[config.mk]
export PLATFORM = sky130hd
export DESIGN_NAME = cfu_flag_unit
export DESIGN_NICKNAME = d
export VERILOG_FILES = /design/src/rtl/cfu_pkg.sv /design/src/rtl/cfu_dest_gate.sv /design/src/rtl/cfu_flag_calc.sv /design/src/rtl/cfu_status_reg.sv /design/src/rtl/cfu_flag_unit.sv
export SDC_FILE = /design/constraint.sdc
export NUM_CORES = 1
export LEC_CHECK = 0
export BUFFER_PORTS_ARGS = -buffer_cell sky130_fd_sc_hd__buf_2
export CAP_MARGIN = 20
export CELL_PAD_IN_SITES_DETAIL_PLACEMENT = 0
export CELL_PAD_IN_SITES_GLOBAL_PLACEMENT = 1
export CORE_MARGIN = 1
export CORE_UTILIZATION = 19
export CTS_BUF_LIST = sky130_fd_sc_hd__clkbuf_8 sky130_fd_sc_hd__clkbuf_16
export CTS_CLUSTER_DIAMETER = 120
export CTS_CLUSTER_SIZE = 8
export DETAILED_ROUTE_END_ITERATION = 10
export HOLD_SLACK_MARGIN = 0.05
export PLACE_DENSITY_LB_ADDON = 0.1
export SETUP_SLACK_MARGIN = 0.05
export SLEW_MARGIN = 20
export SYNTH_ARGS = -nofsm -noshare
export SYNTH_HDL_FRONTEND = slang
export SYNTH_HIERARCHICAL = 1
export SYNTH_SLANG_ARGS = --single-unit
[constraint.sdc]
create_clock -name clk -period 1.76 [get_ports clk]
set_input_delay 0.352 -clock clk [delete_from_list [all_inputs] [get_ports clk]]
set_output_delay 0.352 -clock clk [all_outputs]
set_load 0.01 [all_outputs]
[src/rtl/cfu_pkg.sv]
// Package: shared types for the condition flag unit.
// Assumes flag bit order [6:0] = sticky underflow .. carry, as listed in the brief.
package cfu_pkg;

    typedef enum logic [1:0] {
        OPC_INT   = 2'd0,
        OPC_FLT   = 2'd1,
        OPC_LOGIC = 2'd2,
        OPC_SHIFT = 2'd3
    } op_class_e;

    localparam int FLAG_W = 7;

    typedef struct packed {
        logic sunf;   // bit 6 sticky underflow
        logic sovf;   // bit 5 sticky overflow
        logic unf;    // bit 4 underflow
        logic neg;    // bit 3 negative
        logic zero;   // bit 2 zero
        logic ovf;    // bit 1 overflow
        logic carry;  // bit 0 carry
    } flags_t;

endpackage

[src/rtl/cfu_dest_gate.sv]
// Module: decides whether an operation may update the flags.
// Assumes the extended-precision registers occupy indices 0..NUM_EXT-1.
module cfu_dest_gate #(
    parameter int IDX_W   = 5,
    parameter int NUM_EXT = 8
) (
    input  logic             upd_valid,
    input  logic [IDX_W-1:0] dst_idx,
    output logic             upd_en
);
    localparam int IDX_SPAN = 1 << IDX_W;

    generate
        if (NUM_EXT >= IDX_SPAN) begin : g_all
            // Every encodable index is an extended register.
            assign upd_en = upd_valid;
        end else begin : g_cmp
            localparam logic [IDX_W-1:0] LIMIT = IDX_W'(NUM_EXT);
            // Qualify only indices below the limit.
            assign upd_en = upd_valid && (dst_idx < LIMIT);
        end
    endgenerate
endmodule

[src/rtl/cfu_flag_calc.sv]
// Module: combinational derivation of the next flag set from one operation.
// Assumes raw indications are valid in the same cycle as the result.
module cfu_flag_calc
    import cfu_pkg::*;
#(
    parameter int DATA_W  = 32,
    parameter int SHCNT_W = 7
) (
    input  op_class_e          op_class,
    input  logic [DATA_W-1:0]  result,
    input  logic               raw_carry,
    input  logic               raw_ovf,
    input  logic               raw_unf,
    input  logic [SHCNT_W-1:0] shift_cnt,
    input  flags_t             cur_flags,
    output flags_t             nxt_flags
);
    logic res_zero;
    logic res_neg;

    // Result property detection shared by all classes.
    always_comb begin
        res_zero = ~|result;
        res_neg  = result[DATA_W-1];
    end

    // Per-class flag rules plus sticky accumulation.
    always_comb begin
        nxt_flags       = '0;
        nxt_flags.neg   = res_neg;
        nxt_flags.zero  = res_zero;
        unique case (op_class)
            OPC_INT: begin
                nxt_flags.carry = raw_carry;
                nxt_flags.ovf   = raw_ovf;
            end
            OPC_FLT: begin
                nxt_flags.ovf   = raw_ovf;
                nxt_flags.unf   = raw_unf;
            end
            OPC_LOGIC: begin
                nxt_flags.carry = 1'b0;
            end
            OPC_SHIFT: begin
                nxt_flags.carry = (shift_cnt != '0) ? raw_carry : 1'b0;
            end
            default: nxt_flags.carry = 1'b0;
        endcase
        nxt_flags.sovf = cur_flags.sovf | nxt_flags.ovf;
        nxt_flags.sunf = cur_flags.sunf | nxt_flags.unf;
    end
endmodule

[src/rtl/cfu_status_reg.sv]
// Module: the flag and overflow-mode storage with write priority.
// Assumes a direct write outranks a flag update in the same cycle.
module cfu_status_reg
    import cfu_pkg::*;
(
    input  logic       clk,
    input  logic       rst_n,
    input  logic       upd_en,
    input  flags_t     nxt_flags,
    input  logic       sw_we,
    input  logic [7:0] sw_wdata,
    output flags_t     flags_q,
    output logic       mode_q
);
    // Flag storage: reset, direct write, or gated update.
    always_ff @(posedge clk) begin
        if (!rst_n) begin
            flags_q <= '0;
        end else if (sw_we) begin
            flags_q <= flags_t'(sw_wdata[FLAG_W-1:0]);
        end else if (upd_en) begin
            flags_q <= nxt_flags;
        end
    end

    // Overflow-mode storage: changed only by a direct write.
    always_ff @(posedge clk) begin
        if (!rst_n) begin
            mode_q <= 1'b0;
        end else if (sw_we) begin
            mode_q <= sw_wdata[7];
        end
    end
endmodule

[src/rtl/cfu_flag_unit.sv]
// Module: top of the condition flag update unit.
// Assumes one operation per cycle; flags are registered (one-cycle latency).
module cfu_flag_unit
    import cfu_pkg::*;
#(
    parameter int DATA_W  = 32,
    parameter int IDX_W   = 5,
    parameter int NUM_EXT = 8,
    parameter int SHCNT_W = 7
) (
    input  logic               clk,
    input  logic               rst_n,
    input  logic               upd_valid,
    input  logic [1:0]         op_class,
    input  logic [DATA_W-1:0]  result,
    input  logic               raw_carry,
    input  logic               raw_ovf,
    input  logic               raw_unf,
    input  logic [SHCNT_W-1:0] shift_cnt,
    input  logic [IDX_W-1:0]   dst_idx,
    input  logic               sw_we,
    input  logic [7:0]         sw_wdata,
    output logic [6:0]         flags_o,
    output logic               ovf_mode_o
);
    logic      upd_en;
    flags_t    flags_q;
    flags_t    nxt_flags;
    op_class_e opc;

    // Interpret the raw class code.
    assign opc = op_class_e'(op_class);

    cfu_dest_gate #(.IDX_W(IDX_W), .NUM_EXT(NUM_EXT)) u_gate (
        .upd_valid (upd_valid),
        .dst_idx   (dst_idx),
        .upd_en    (upd_en)
    );

    cfu_flag_calc #(.DATA_W(DATA_W), .SHCNT_W(SHCNT_W)) u_calc (
        .op_class  (opc),
        .result    (result),
        .raw_carry (raw_carry),
        .raw_ovf   (raw_ovf),
        .raw_unf   (raw_unf),
        .shift_cnt (shift_cnt),
        .cur_flags (flags_q),
        .nxt_flags (nxt_flags)
    );

    cfu_status_reg u_reg (
        .clk       (clk),
        .rst_n     (rst_n),
        .upd_en    (upd_en),
        .nxt_flags (nxt_flags),
        .sw_we     (sw_we),
        .sw_wdata  (sw_wdata),
        .flags_q   (flags_q),
        .mode_q    (ovf_mode_o)
    );

    // Export the flag vector.
    assign flags_o = flags_q;
endmodule

==> results of run 1 <==
[sequential cells by signal, indices dropped and copies added, names as in the netlist]
| name | count |
|---|---|
| u_reg/mode_q | 1 |
| u_reg/flags_q | 7 |
[worst register-to-register path, delay by kind of cell (launching register included)]
kind            cells  cell delay, ns
mux                 1            0.25
flops               1            0.31
simple gates        1            0.23
compound gates      1            0.20
[power groups by stage]
stage / sequential [mW] / combinational (mW) / clock, mW
floorplan: 0.211 / 0.0678 / 0
global placement: 0.205 / 0.154 / 0
detailed placement: 0.205 / 0.157 / 0
CTS: 0.202 / 0.157 / 0.229
global route: 0.203 / 0.171 / 0.237
finish: 0.202 / 0.154 / 0.214
[kinds of logic after synthesis]
family / share of synthesized area (%)
simple gates: 26.5
compound gates: 15.9
buf+inv: 7.43
mux: 18.5
flops: 25.7
fa+ha+maj: 6.02
[Yosys cell counts, drive strengths merged (2+ instances only)]
library cell  number  share of area [%]
dfxtp              8                 26
nand2b             8                8.0
nor4               8                8.0
mux2               7                 17
o211a              7                 11
buf                5                5.6
ha                 3                6.0
inv                3                1.8
nand4              2                2.0
or2                2                2.0
[stage by stage]
step	TNS [ns]	worst slack [ns]
after global routing	0	0.112
after floorplan	0	0.0574
after CTS	0	0.145
after global placement	-0.0885	-0.0885
final	0	0.150
after detailed placement	-0.0976	-0.0976
[cells in the final DEF (no fill, tap or decap)]
cell type  netlist  final
nor4_1           8      8
buf_2            1     65
dfxtp_1          8      8
inv_1            3      3
nand4_1          2      2
o41ai_2          1      1
o211a_1          7      7
and2_1           1      1
nor2_1           1      1
mux2i_1          1      1
a21oi_1          1      1
buf_4            2      1
nor3b_2          1      1
nor2b_1          1      1
mux2_4           7      7
o21a_1           1      1
or2_1            2      2
nand2b_1         8      8
clkbuf_8         0      3
ha_1             3      3
or4_4            1      1
[final cells by class]
cell class,instances,area [µm²]
clock buffers,3,41.3
inverters,3,11.3
multi-input cells,46,417
repair buffers,66,333
fillers,348,2060
flip-flops and latches,8,160
well taps,44,55.1
[per-layer routing]
layer	share of wire (%)	GRT usage [%]	routed length [µm]
met3	11	3.49	180
met2	50	17.2	829
met5	0	0	0
met4	1.3	5.10	22
met1	38	10.6	623
[worst paths after layout]
path | endpoint | slack (ns) | depth (start not counted)
min reg2reg | u_reg/mode_q | 0.52 | 2
min | u_reg/mode_q | 0.41 | 3
max | u_reg/flags_q[0] | 0.15 | 6
max reg2reg | u_reg/flags_q[6] | 0.67 | 3
==> impl_metrics.env, run 1 <==
export IMPL_final_layout_size_suffix_gt1_share_pct=62.7
export IMPL_cts_resized=0
export IMPL_dp_hpwl_um=1430
export IMPL_start_kind="primary input"
export IMPL_rows=20
export IMPL_power_density_nw_per_um2=561
export IMPL_core_area_um2=3080
export IMPL_die_h_um=59.3
export IMPL_clk_latency_ns=0.22
export IMPL_cts_buffers=3
export IMPL_hold_buffers=0
export IMPL_nNetsFinal=192
export IMPL_finalSetupViolCount=0
export IMPL_cp_slowest_stage_delay_ns=0.52
export IMPL_seqPwrFrac_pct=35.4
export IMPL_overflow=0
export IMPL_worstPathRequired_ns=1.88
export IMPL_finalMaxSlewViolations=0
export IMPL_synth_edf_count=0
export IMPL_dpl_cell_area_um2=976
export IMPL_drcViolationCount=0
export IMPL_slowest_stage="or4_4"
export IMPL_wl_per_cell_um=9.74
export IMPL_fin_crit_ns=1.61
export IMPL_fmax_mhz=621
export IMPL_grt_pass1_wl_um=2540
export IMPL_die_area_um2=3510
export IMPL_status="complete, no violations"
export IMPL_min_delay_start="sw_wdata[7]"
export IMPL_initial_utilization_pct=20.2
export IMPL_cts_tree="yes"
export IMPL_ys_types=22
export IMPL_drt_initial_drc_count=17
export IMPL_clkSinkCount=8
export IMPL_port_buffers=65
export IMPL_cp_end_kind="flip-flop"
export IMPL_areaGrowthSynthToFinish_pct=63.3
export IMPL_finalNonFillerCells=170
export IMPL_path_class="in2reg"
export IMPL_n_antenna_cell=0
export IMPL_cp_data_arrival_time_ns=1.72
export IMPL_path_delay_family="simple AND/OR/NAND/NOR gates"
export IMPL_leakage_nw=0.572
export IMPL_synth_seq_area_share_pct=25.7
export IMPL_clock_path_buffers=2
export IMPL_switchingPower_mw=0.130
export IMPL_whs_ns=0.407
export IMPL_grt_use_total_pct=9.94
export IMPL_path_max_fanout=1
export IMPL_path_buf_inv=1
export IMPL_synth_avg_cell_area_um2=10.0
export IMPL_antenna_found_initial=0
export IMPL_hp_class="in2reg"
export IMPL_grt_pass1_vias=679
export IMPL_slew_limit_headroom_pct=81.3
export IMPL_ir_drop_uv=196
export IMPL_p_sw_share_pct=22.9
export IMPL_startpoint="shift_cnt[4]"
export IMPL_hold_violations=0
export IMPL_cts_root_buf="clkbuf_8"
export IMPL_ant_nets=0
export IMPL_stdcell_area_um2=1020
export IMPL_vias=714
export IMPL_r2r_start="u_reg/flags_q[6]"
export IMPL_fin_crit_sh_pct=91.5
export IMPL_syn_cell_area_um2=623
export IMPL_dr_pass1_iters=4
export IMPL_synthFlopType="dfxtp_1"
export IMPL_internal_power_mw=0.440
export IMPL_final_util_pct=33.0
export IMPL_wl_um=1660
export IMPL_syn_num_nets=126
export IMPL_dpl_cell_count=167
export IMPL_clkTransAtPathRegs_ns=0.04
export IMPL_p_comb_share_pct=27.1
export IMPL_grt_max_degree=16
export IMPL_rsz0062_at_grt="no"
export IMPL_yosys_warnings=6
export IMPL_cap_violations=0
export IMPL_die_w_um=59.3
export IMPL_place_congestion=0.692
export IMPL_tightestPinTransition_ns=0.278
export IMPL_crit_chain="buf_2, or4_4, o41ai_2, a21oi_1, mux2_4, o211a_1"
export IMPL_skew_ns=0
export IMPL_post_cts_buffers=0
export IMPL_viasPerCell=4.20
export IMPL_ys_ff_latch=8
export IMPL_syn_instance_count=62
export IMPL_p_total_mw=0.570
export IMPL_ios=69
export IMPL_async_reset_ff_share_pct=0
export IMPL_clkPwrFrac_pct=37.6
export IMPL_htreeDepth=1
(Power assumes the default switching activity.)
==> run 2, diff against run 1 <==
- MAX_ROUTING_LAYER: default -> met4
==> impl_metrics.env, run 2 (same netlist as run 1, synthesis figures left out) <==
export IMPL_cts_buffers=3
export IMPL_n_antenna_cell=0
export IMPL_wl_met1_um=625
export IMPL_wl_met3_um=180
export IMPL_core_area_um2=3080
export IMPL_clk_latency_ns=0.22
export IMPL_post_cts_buffers=0
export IMPL_viasPerCell=4.20
export IMPL_overflow=0
export IMPL_wl_um=1660
export IMPL_tightestPinTransition_ns=0.278
export IMPL_fin_ws_ns=0.150
export IMPL_dpl_worst_slack_ns=-0.0976
export IMPL_nNetsFinal=192
export IMPL_layout_common_cells="65 x buf_2, 8 x nand2b_1, 8 x nor4_1, 8 x dfxtp_1"
export IMPL_hold_path_cell_count=3
export IMPL_cp_end_kind="flip-flop"
export IMPL_start_kind="primary input"
export IMPL_clkSinkCount=8
export IMPL_slew_limit_headroom_pct=81.3
export IMPL_top_register="u_reg/flags_q"
export IMPL_ir_drop_uv=196
export IMPL_grt_pass1_vias=676
export IMPL_clkPwrFrac_pct=37.7
export IMPL_cap_violations=0
export IMPL_port_buffers=65
export IMPL_ios=69
export IMPL_timing_reg2reg_worst_path_depth=3
export IMPL_worst_r2r_endpoint="u_reg/flags_q[6]"
export IMPL_layout_commonest_cell="buf_2"
export IMPL_htreeDepth=1
export IMPL_leakage_nw=0.572
export IMPL_reg_largest_list="u_reg/flags_q (7), u_reg/mode_q (1)"
export IMPL_die_area_um2=3510
export IMPL_hold_buffers=0
export IMPL_cp_data_arrival_time_ns=1.72
export IMPL_status="complete, no violations"
export IMPL_switchingPower_mw=0.132
export IMPL_worstPathRequired_ns=1.88
export IMPL_finalSetupViolCount=0
export IMPL_die_w_um=59.3
export IMPL_fmax_mhz=621
export IMPL_ant_nets=0
export IMPL_finalMaxSlewViolations=0
export IMPL_initial_utilization_pct=20.2
export IMPL_cts_root_buf="clkbuf_8"
export IMPL_areaGrowthSynthToFinish_pct=63.3
export IMPL_rrSetupSlack_ns=0.67
export IMPL_grt_pass1_wl_um=2550
export IMPL_wl_per_cell_um=9.75
export IMPL_top_layer_used="met4"
export IMPL_clkTransAtPathRegs_ns=0.04
export IMPL_hold_violations=0
export IMPL_cts_tree="yes"
export IMPL_largest_reg_flops=7
export IMPL_clock_path_buffers=2
export IMPL_dp_hpwl_um=1430
export IMPL_startpoint="shift_cnt[4]"
export IMPL_drt_initial_drc_count=19
export IMPL_r2r_start="u_reg/flags_q[6]"
export IMPL_hp_class="in2reg"
export IMPL_min_delay_start="sw_wdata[7]"
export IMPL_min_to="u_reg/mode_q"
export IMPL_rows=20
export IMPL_fin_crit_ns=1.61
export IMPL_seqPwrFrac_pct=35.3
export IMPL_vias=714
export IMPL_path_class="in2reg"
export IMPL_grt_use_total_pct=10.3
export IMPL_dr_pass1_iters=4
export IMPL_fin_crit_sh_pct=91.5
export IMPL_p_comb_share_pct=27.0
export IMPL_drcViolationCount=0
export IMPL_power_density_nw_per_um2=562
export IMPL_antenna_found_initial=0
export IMPL_whs_ns=0.405
export IMPL_final_layout_size_suffix_gt1_share_pct=62.7
export IMPL_die_h_um=59.3
export IMPL_rsz0062_at_grt="no"
export IMPL_internal_power_mw=0.440
export IMPL_path_max_fanout=1
export IMPL_cts_resized=0
export IMPL_skew_ns=0
export IMPL_dr_wl_met2_um=830
export IMPL_p_sw_share_pct=23.1
export IMPL_place_congestion=0.699
export IMPL_grt_max_degree=16
## run 2: critical path, cell delays in order
cell and delay, ns:
buf_2 0.10, or4_4 0.52, o41ai_2 0.20, a21oi_1 0.10, mux2_4 0.26, o211a_1 0.19
## run 2: power by group through the flow
stage               logic (mW)  registers (mW)  clock network (mW)
floorplan               0.0678           0.211                   0
global placement         0.154           0.205                   0
detailed placement       0.157           0.205                   0
CTS                      0.157           0.202               0.229
global route             0.171           0.203               0.239
finish                   0.154           0.202               0.216
## run 2: how the worst max path moves through the flow
stage / endpoint / cells after the start
floorplan: u_reg/flags_q[0] / 5
global route: u_reg/flags_q[0] / 6
finish: u_reg/flags_q[0] / 6
global placement: u_reg/flags_q[0] / 6
detailed placement: u_reg/flags_q[0] / 6
CTS: u_reg/flags_q[0] / 6
## run 2: area by class of cell
cell class	instances	area [µm²]
multi-input cells	46	417
flip-flops and latches	8	160
clock buffers	3	41.3
fillers	348	2060
well taps	44	55.1
inverters	3	11.3
repair buffers	66	333
## run 2: metal layers
metal	GRT usage (%)	up-vias
li1	-	357
met4	5.10	0
met1	10.7	308
met5	-	-
met2	17.2	47
met3	3.49	2
## run 2: metrics by stage
| stage | TNS, ns | utilization, % | total power, mW | area [µm²] | instances |
|---|---|---|---|---|---|
| after floorplan | 0 | - | 0.279 | 623 | 62 |
| after global placement | -0.0885 | 31.7 | 0.358 | 976 | 167 |
| after detailed placement | -0.0976 | 31.7 | 0.362 | 976 | 167 |
| after CTS | 0 | 33.0 | 0.588 | 1020 | 170 |
| after global routing | 0 | 33.0 | 0.614 | 1020 | 170 |
| final | 0 | 33.0 | 0.572 | 1020 | 170 |
==> run 3, diff against run 2 <==
- SETUP_SLACK_MARGIN: 0.05 -> 0.3
==> impl_metrics.env, run 3 (same netlist as run 1, synthesis figures left out) <==
export IMPL_grt_pass1_wl_um=3080
export IMPL_stdcell_area_um2=1060
export IMPL_finalNonFillerCells=170
export IMPL_ir_drop_uv=162
export IMPL_start_kind="primary input"
export IMPL_clk_latency_ns=0.23
export IMPL_cap_violations=0
export IMPL_place_congestion=0.630
export IMPL_power_density_nw_per_um2=554
export IMPL_rrSetupSlack_ns=0.66
export IMPL_rsz0062_at_grt="yes"
export IMPL_initial_utilization_pct=20.2
export IMPL_leakage_nw=0.575
export IMPL_n_antenna_cell=0
export IMPL_endpoint="u_reg/flags_q[0]"
export IMPL_fin_ws_ns=0.138
export IMPL_status="complete, no violations"
export IMPL_slew_limit_headroom_pct=81.2
export IMPL_worstPathRequired_ns=1.88
export IMPL_finalMaxSlewViolations=0
export IMPL_grt_pass1_vias=741
export IMPL_final_util_pct=34.4
export IMPL_cp_end_kind="flip-flop"
export IMPL_grt_use_total_pct=12.2
export IMPL_reg_largest_list="u_reg/flags_q (7), u_reg/mode_q (1)"
export IMPL_fin_crit_sh_pct=92.2
export IMPL_tightestPinTransition_ns=0.279
export IMPL_die_h_um=59.3
export IMPL_die_w_um=59.3
export IMPL_drcViolationCount=0
export IMPL_clkSinkCount=8
export IMPL_nNetsFinal=192
export IMPL_cts_buffers=3
export IMPL_largest_reg_flops=7
export IMPL_clock_path_buffers=2
export IMPL_clkTransAtPathRegs_ns=0.04
export IMPL_skew_ns=0
export IMPL_cp_data_arrival_time_ns=1.74
export IMPL_wl_um=1750
export IMPL_dp_hpwl_um=1490
export IMPL_hp_class="in2reg"
export IMPL_ant_nets=0
export IMPL_hold_violations=0
export IMPL_dpl_worst_slack_ns=-0.0921
export IMPL_die_area_um2=3510
export IMPL_final_layout_size_suffix_gt1_share_pct=65.9
export IMPL_overflow=0
export IMPL_path_class="in2reg"
export IMPL_layout_common_cells="63 x buf_2, 8 x nand2b_1, 8 x nor4_1, 8 x dfxtp_1"
export IMPL_htreeDepth=1
export IMPL_dpl_cell_count=167
export IMPL_finalSetupViolCount=0
export IMPL_drt_initial_drc_count=14
export IMPL_cts_root_buf="clkbuf_8"
export IMPL_top_register="u_reg/flags_q"
export IMPL_core_area_um2=3080
export IMPL_whs_ns=0.392
export IMPL_viasPerCell=4.15
export IMPL_startpoint="shift_cnt[4]"
export IMPL_slowest_stage="or4_4"
export IMPL_crit_chain="buf_2, or4_4, o41ai_2, a21oi_1, mux2_4, o211a_1"
export IMPL_cts_tree="yes"
export IMPL_worst_r2r_endpoint="u_reg/flags_q[6]"
export IMPL_vias=705
export IMPL_dr_pass1_iters=4
export IMPL_fmax_mhz=616
export IMPL_wl_per_cell_um=10.3
export IMPL_dpl_cell_area_um2=1010
export IMPL_fin_crit_ns=1.62
export IMPL_finalSetupTns_ns=0
export IMPL_post_cts_buffers=0
export IMPL_layout_commonest_cell="buf_2"
export IMPL_grt_max_degree=16
export IMPL_path_max_fanout=1
export IMPL_ios=69
export IMPL_antenna_found_initial=0
export IMPL_p_total_mw=0.587
export IMPL_timing_reg2reg_worst_path_depth=3
export IMPL_port_buffers=65
export IMPL_rows=20
export IMPL_cp_slowest_stage_delay_ns=0.52
export IMPL_r2r_start="u_reg/flags_q[6]"
export IMPL_areaGrowthSynthToFinish_pct=70.1
export IMPL_fillers=327
==> run 3: cell counts in the layout (fill, tap and decap cells not counted) <==
No cell type changed its count.
==> run 3: routing by layer <==
metal | wire (µm) | vias to the layer above | global-route usage, % | part of all wire (%)
met5 | 0 | - | - | 0
met2 | 861 | 26 | 19.9 | 49
li1 | - | 357 | - | -
met1 | 756 | 316 | 13.6 | 43
met4 | 64 | 0 | 7.14 | 3.7
met3 | 67 | 6 | 2.40 | 3.8
==> run 3: what timing repair did <==
item,CTS,global route
resized for setup,1,1
hold endpoints to repair,0,0
hold buffers,0,0
setup endpoints to repair,2,2
pin swaps,0,0
==> run 3: power by group <==
group          internal (mW)  switching [mW]
clock network          0.148          0.0739
logic                  0.101          0.0611
registers              0.195         0.00692
==> run 3: final cells by class <==
cell class | instances | area, µm² | area share, %
Multi-Input combinational cell | 46 | 442 | 41.7
Timing Repair Buffer | 66 | 338 | 31.9
Sequential cell | 8 | 160 | 15.1
Tap cell | 44 | 55.1 | 5.19
Clock buffer | 3 | 41.3 | 3.90
Inverter | 3 | 23.8 | 2.24
==> run 3: how the worst min path moves through the flow <==
stage | startpoint | end | slack [ns] | depth (start not counted)
after global placement | u_reg/mode_q | u_reg/mode_q | 0.49 | 2
after CTS | sw_wdata[7] | u_reg/mode_q | 0.39 | 3
after global routing | sw_wdata[7] | u_reg/mode_q | 0.42 | 3
after detailed placement | u_reg/mode_q | u_reg/mode_q | 0.52 | 2
final | sw_wdata[7] | u_reg/mode_q | 0.39 | 3
after floorplan | sw_wdata[7] | u_reg/mode_q | 0.52 | 2
==> run 3: critical path: cells and delay by family <==
family                 cells  cell delay [ns]
AND/OR/NAND/NOR            1             0.52
AO/OA/AOI/OAI              3             0.50
multiplexers               1             0.26
buffers and inverters      1             0.10
